$ cat src/rtl/poison_rf_pkg.sv
package poison_rf_pkg;
  typedef enum logic {PORT0 = 1'b0, PORT1 = 1'b1} rd_port_e;
  localparam int unsigned NUM_RD_PORTS = 2;
endpackage

$ cat src/rtl/prf_storage.sv
module prf_storage #(
  parameter int unsigned NUM_REGS = 16,
  parameter int unsigned DATA_W   = 32,
  parameter int unsigned AW       = $clog2(NUM_REGS)
) (
  input  logic                             clk,
  input  logic                             rst_n,
  input  logic                             wr_valid,
  input  logic [AW-1:0]                    wr_addr,
  input  logic [DATA_W-1:0]                wr_data,
  input  logic                             wr_poison,
  output logic [NUM_REGS-1:0][DATA_W-1:0]  words,
  output logic [NUM_REGS-1:0]              tags
);
  logic wr_live;
  assign wr_live = wr_valid && (wr_addr != '0) && (32'(wr_addr) < NUM_REGS);

  always_ff @(posedge clk or negedge rst_n) begin
    if (!rst_n) begin
      words <= '0;
      tags  <= '0;
    end else if (wr_live) begin
      words[wr_addr] <= wr_data;
      tags[wr_addr]  <= wr_poison;
    end
  end
endmodule

$ cat src/rtl/prf_read_port.sv
module prf_read_port #(
  parameter int unsigned NUM_REGS = 16,
  parameter int unsigned DATA_W   = 32,
  parameter int unsigned AW       = $clog2(NUM_REGS)
) (
  input  logic                             clk,
  input  logic                             rst_n,
  input  logic                             en,
  input  logic [AW-1:0]                    addr,
  input  logic [NUM_REGS-1:0][DATA_W-1:0]  words,
  input  logic [NUM_REGS-1:0]              tags,
  output logic                             hit,
  output logic [DATA_W-1:0]                data_q
);
  logic live;
  assign live = (addr != '0) && (32'(addr) < NUM_REGS);
  assign hit  = en && live && tags[addr];

  always_ff @(posedge clk or negedge rst_n) begin
    if (!rst_n)  data_q <= '0;
    else if (en) data_q <= live ? words[addr] : '0;
  end
endmodule

$ cat src/rtl/prf_err_report.sv
module prf_err_report
  import poison_rf_pkg::*;
#(
  parameter int unsigned AW = 4
) (
  input  logic                              clk,
  input  logic                              rst_n,
  input  logic [NUM_RD_PORTS-1:0]           hit,
  input  logic [NUM_RD_PORTS-1:0][AW-1:0]   addr,
  output logic                              err_valid,
  output logic [AW-1:0]                     err_idx,
  output logic                              err_multi
);
  rd_port_e winner;
  assign winner = hit[PORT0] ? PORT0 : PORT1;

  always_ff @(posedge clk or negedge rst_n) begin
    if (!rst_n) begin
      err_valid <= 1'b0;
      err_idx   <= '0;
      err_multi <= 1'b0;
    end else begin
      err_valid <= |hit;
      err_multi <= &hit;
      if (|hit) err_idx <= addr[winner];
    end
  end
endmodule

$ cat src/rtl/poison_regfile.sv
module poison_regfile
  import poison_rf_pkg::*;
#(
  parameter int unsigned NUM_REGS = 16,
  parameter int unsigned DATA_W   = 32,
  parameter int unsigned AW       = $clog2(NUM_REGS)
) (
  input  logic              clk,
  input  logic              rst_n,
  input  logic              wr_valid,
  input  logic [AW-1:0]     wr_addr,
  input  logic [DATA_W-1:0] wr_data,
  input  logic              wr_poison,
  input  logic              rd0_en,
  input  logic [AW-1:0]     rd0_addr,
  input  logic              rd1_en,
  input  logic [AW-1:0]     rd1_addr,
  output logic [DATA_W-1:0] rd0_data,
  output logic [DATA_W-1:0] rd1_data,
  output logic              err_valid,
  output logic [AW-1:0]     err_idx,
  output logic              err_multi
);
  logic [NUM_REGS-1:0][DATA_W-1:0]      words;
  logic [NUM_REGS-1:0]                  tags;
  logic [NUM_RD_PORTS-1:0]              en_v, hit_v;
  logic [NUM_RD_PORTS-1:0][AW-1:0]      addr_v;
  logic [NUM_RD_PORTS-1:0][DATA_W-1:0]  data_v;

  assign en_v   = {rd1_en, rd0_en};
  assign addr_v = {rd1_addr, rd0_addr};

  prf_storage #(.NUM_REGS(NUM_REGS), .DATA_W(DATA_W), .AW(AW)) u_store (
    .clk(clk), .rst_n(rst_n), .wr_valid(wr_valid), .wr_addr(wr_addr),
    .wr_data(wr_data), .wr_poison(wr_poison), .words(words), .tags(tags));

  for (genvar p = 0; p < NUM_RD_PORTS; p++) begin : g_rd
    prf_read_port #(.NUM_REGS(NUM_REGS), .DATA_W(DATA_W), .AW(AW)) u_port (
      .clk(clk), .rst_n(rst_n), .en(en_v[p]), .addr(addr_v[p]),
      .words(words), .tags(tags), .hit(hit_v[p]), .data_q(data_v[p]));
  end

  assign rd0_data = data_v[PORT0];
  assign rd1_data = data_v[PORT1];

  prf_err_report #(.AW(AW)) u_err (
    .clk(clk), .rst_n(rst_n), .hit(hit_v), .addr(addr_v),
    .err_valid(err_valid), .err_idx(err_idx), .err_multi(err_multi));
endmodule

$ cat config.mk
export PLATFORM = sky130hd
export DESIGN_NAME = poison_regfile
export DESIGN_NICKNAME = d
export VERILOG_FILES = /design/src/rtl/poison_rf_pkg.sv /design/src/rtl/prf_storage.sv /design/src/rtl/prf_read_port.sv /design/src/rtl/prf_err_report.sv /design/src/rtl/poison_regfile.sv
export SDC_FILE = /design/constraint.sdc
export NUM_CORES = 1
export LEC_CHECK = 0
export ABC_AREA = 1
export BUFFER_PORTS_ARGS = -buffer_cell sky130_fd_sc_hd__clkbuf_2
export CELL_PAD_IN_SITES_DETAIL_PLACEMENT = 1
export CELL_PAD_IN_SITES_GLOBAL_PLACEMENT = 1
export CORE_UTILIZATION = 45
export CTS_BUF_LIST = sky130_fd_sc_hd__clkbuf_4 sky130_fd_sc_hd__clkbuf_8
export DETAILED_ROUTE_END_ITERATION = 16
export GPL_TIMING_DRIVEN = 0
export PLACE_DENSITY = 0.77
export SYNTH_ARGS = -nofsm -noshare
export SYNTH_HDL_FRONTEND = slang
export SYNTH_HIERARCHICAL = 1
export SYNTH_SLANG_ARGS = --single-unit
$ cat constraint.sdc
create_clock -name clk -period 2.07 [get_ports clk]
set_input_delay 0.1035 -clock clk [delete_from_list [all_inputs] [get_ports clk]]
set_output_delay 0.1035 -clock clk [all_outputs]
set_load 0.03 [all_outputs]
==> results.toml <==
[critical_path]
end_kind = "register"
critical_path_class = "primary input to register"
r2r_setup_slack_ns = 0.20
r2r-end = "u_err/err_idx[1]"
crit_start = "wr_addr[3]"
rr_worst_depth = 9
arrival_ns = 2.87
critPathMaxFanout = 10
crit_required_ns = 2.76
start_kind = "primary input"
r2r_start = "u_store/tags[14]"

[drt]
wire_per_inst_um = 23.9
viasPerCell = 5.41
dr.pass1.iters = 5
vias = 40500
postRouteAntennaNets = 0
drt_wl_total_mm = 179
drcViolationCount = 0
drt_iter0_drc = 3861

[finish]
seq_area_mm2 = 0.0150
multi_input_area_mm2 = 0.0164
fillers = 11300
drive_above_1_share = 0.0913
area_growth_pct = 14.5
finalNetCount = 6392
instances_no_fill = 7498

[sta]
tightestPinTransition_ns = 1.27
fin_setup_tns_ns = -0.750
timing.hold.ws_ns = -0.0161
finalMaxSlewViolations = 0
layout_min_cycle_time_ns = 2.18
setup_viol = 36
clock_skew_ns = 0.0206
clock.fmax_mhz = 459
fin_ws_ns = -0.107
finalCritPeriodShare = 1.05
hold_viol = 49
rsz0062_at_grt = "no"
slew_headroom = 0.150

[global_routing]
grt.total_usage = 0.428
grt_pass1_vias = 40600
grt_antenna_before_repair = 14
grt_max_degree = 107
grt_overflow_total = 0
grt_pass1_wl_mm = 261

[synthesis]
ys_types = 17
synth_warnings = 6
synth_area_mm2 = 0.0371
synth_seq_cells = 598
ys_top_cells_by_area = "dfrtp_1, nand2_1, inv_1"
syn-num-nets = 6099
synthCells = 6049
synth_top_cell_by_area = "dfrtp_1"
synth_top_area_frac = 0.403
syn_avg_cell_area_um2 = 6.14
synth_sequential_area_ratio = 0.403

[clocking]
cts.htree.levels = 3
cts_tree = "done"
clock_sinks = 598
ctsRootBufferMaster = "clkbuf_8"
cts_made_buffers = 110
cts_setup_buffers = 0
clk_path_buf_depth = 3
clk_pin_slew_ns = 0.07
clkLatencyLatePin_ns = 0.77

[placement]
placed_cells = 7232
place_hpwl_mm = 133
gp_congestion = 0.989
io_buffer_count = 117

[die]
die-area_mm2 = 0.0836
initial_core_util = 0.458
chipHeight_um = 289
pin_count = 120
die_w_um = 289
coreArea_mm2 = 0.0811
fp-row-count = 104

[pwr]
peakVddDrop_mv = 0.528
power_density_mw_per_mm2 = 933
p_leak_nw = 25.2

[outcome]
violations = "hold timing, setup timing"
status = "finished with violations"

[job]
maxCapViolations = 0

[worst_hold_path]
hp-class = "primary input to asynchronous set/reset pin"
[worst max-delay path, cell delays in order]
cell,delay [ns]
dlygate4sd3_1,0.65
buf_2,0.23
nand3_2,0.17
nor2_1,0.95
buf_2,0.50
nand2_1,0.13
nand2_1,0.11
[state kept, by name, summed over array words and instances, names as in the netlist]
name and flops:
u_store/words 512, g_rd.u_port/data_q 64, u_store/tags 16, u_err/err_idx 4
u_err/err_multi 1, u_err/err_valid 1
[power by group]
part / switching [W] / internal [W] / leakage (nW)
sequential: 0.00212 / 0.0139 / 7.59
combinational: 0.00674 / 0.00314 / 16.2
clock: 0.00562 / 0.00811 / 1.40
total: 0.0145 / 0.0252 / 25.2
[placed cells by master, fill, tap and decap left out]
| master | n |
|---|---|
| dfrtp_1 | 598 |
| dlygate4sd3_1 | 56 |
| clkbuf_8 | 149 |
| buf_16 | 7 |
| buf_12 | 2 |
| bufinv_16 | 10 |
| clkinvlp_4 | 1 |
| o21ai_0 | 6 |
| a21oi_2 | 1 |
| nor2_2 | 8 |
| nor2_1 | 24 |
| buf_2 | 223 |
| clkbuf_2 | 116 |
| o21bai_1 | 66 |
| buf_1 | 14 |
| diode_2 | 6 |
| inv_2 | 12 |
| clkinv_2 | 13 |
| clkbuf_1 | 159 |
| inv_8 | 1 |
| nand3_2 | 1 |
| nand4_1 | 99 |
| nor2_4 | 3 |
| nand2_1 | 3118 |
| a21oi_4 | 1 |
| nand3_1 | 665 |
| inv_1 | 1040 |
| clkbuf_4 | 30 |
| buf_4 | 9 |
[synthesized netlist by cell type, drive strengths merged]
library cell and n:
a21oi 2, buf 247, clkbuf 160, dfrtp 598, inv 1052, nand2 3118, nand3 666, nand4 99
nor2 35, o21ai 6, o21bai 66
[how the worst max path moves through the flow]
stage	to	slack, ns	depth (start not counted)
global placement	u_store/words[43]	-14.23	1
finish	u_store/words[263]	-0.11	7
floorplan	u_err/err_idx[0]	0.40	12
CTS	u_store/tags[10]	0.02	9
detailed placement	u_err/err_idx[1]	-1.01	12
global route	u_store/words[345]	0.002	8
[area by class of cell]
class / instances / share of cell area
Multi-Input combinational cell: 3992 / 0.385
Sequential cell: 598 / 0.352
Inverter: 1052 / 0.0929
Clock buffer: 177 / 0.0530
Buffer: 406 / 0.0433
Timing Repair Buffer: 182 / 0.0326
Tap cell: 1060 / 0.0312
Clock inverter: 25 / 0.00904
Antenna cell: 6 / 0.000353
[routing by layer]
metal,vias up,part of all wire,global-route usage
met5,-,0.00025,0
met1,19800,0.41,0.556
met3,489,0.095,0.0904
met2,1769,0.45,0.678
met4,6,0.053,0.211
li1,18400,-,-
[cell families (layout without fill, tap and decap cells)]
kind of cell	count (synthesis)	count (layout)	synth area share
AND/OR/NAND/NOR	3918	3918	0.426
buffers and inverters	1459	1842	0.156
AO/OA/AOI/OAI	74	74	0.0144
flip-flops	598	598	0.403
other	0	6	0
[stage by stage]
| stage | power [W] | area [µm²] | worst slack (ns) | util |
|---|---|---|---|---|
| finish | 0.0397 | 42500 | -0.107 | 0.524 |
| global placement | 0.0251 | 39000 | -14.23 | 0.481 |
| detailed placement | 0.0256 | 39200 | -1.01 | 0.484 |
| floorplan | 0.0218 | 37100 | 0.397 | - |
| CTS | 0.0395 | 42400 | 0.0158 | 0.523 |
| global route | 0.0416 | 42500 | 0.00162 | 0.524 |
[repair_timing]
action	4_1_cts	5_1_grt
gates resized for setup	2	5
endpoints found under the hold margin	298	6
hold buffers	56	4
setup endpoints to repair	5	53
Power figures use the tool's default switching activity.
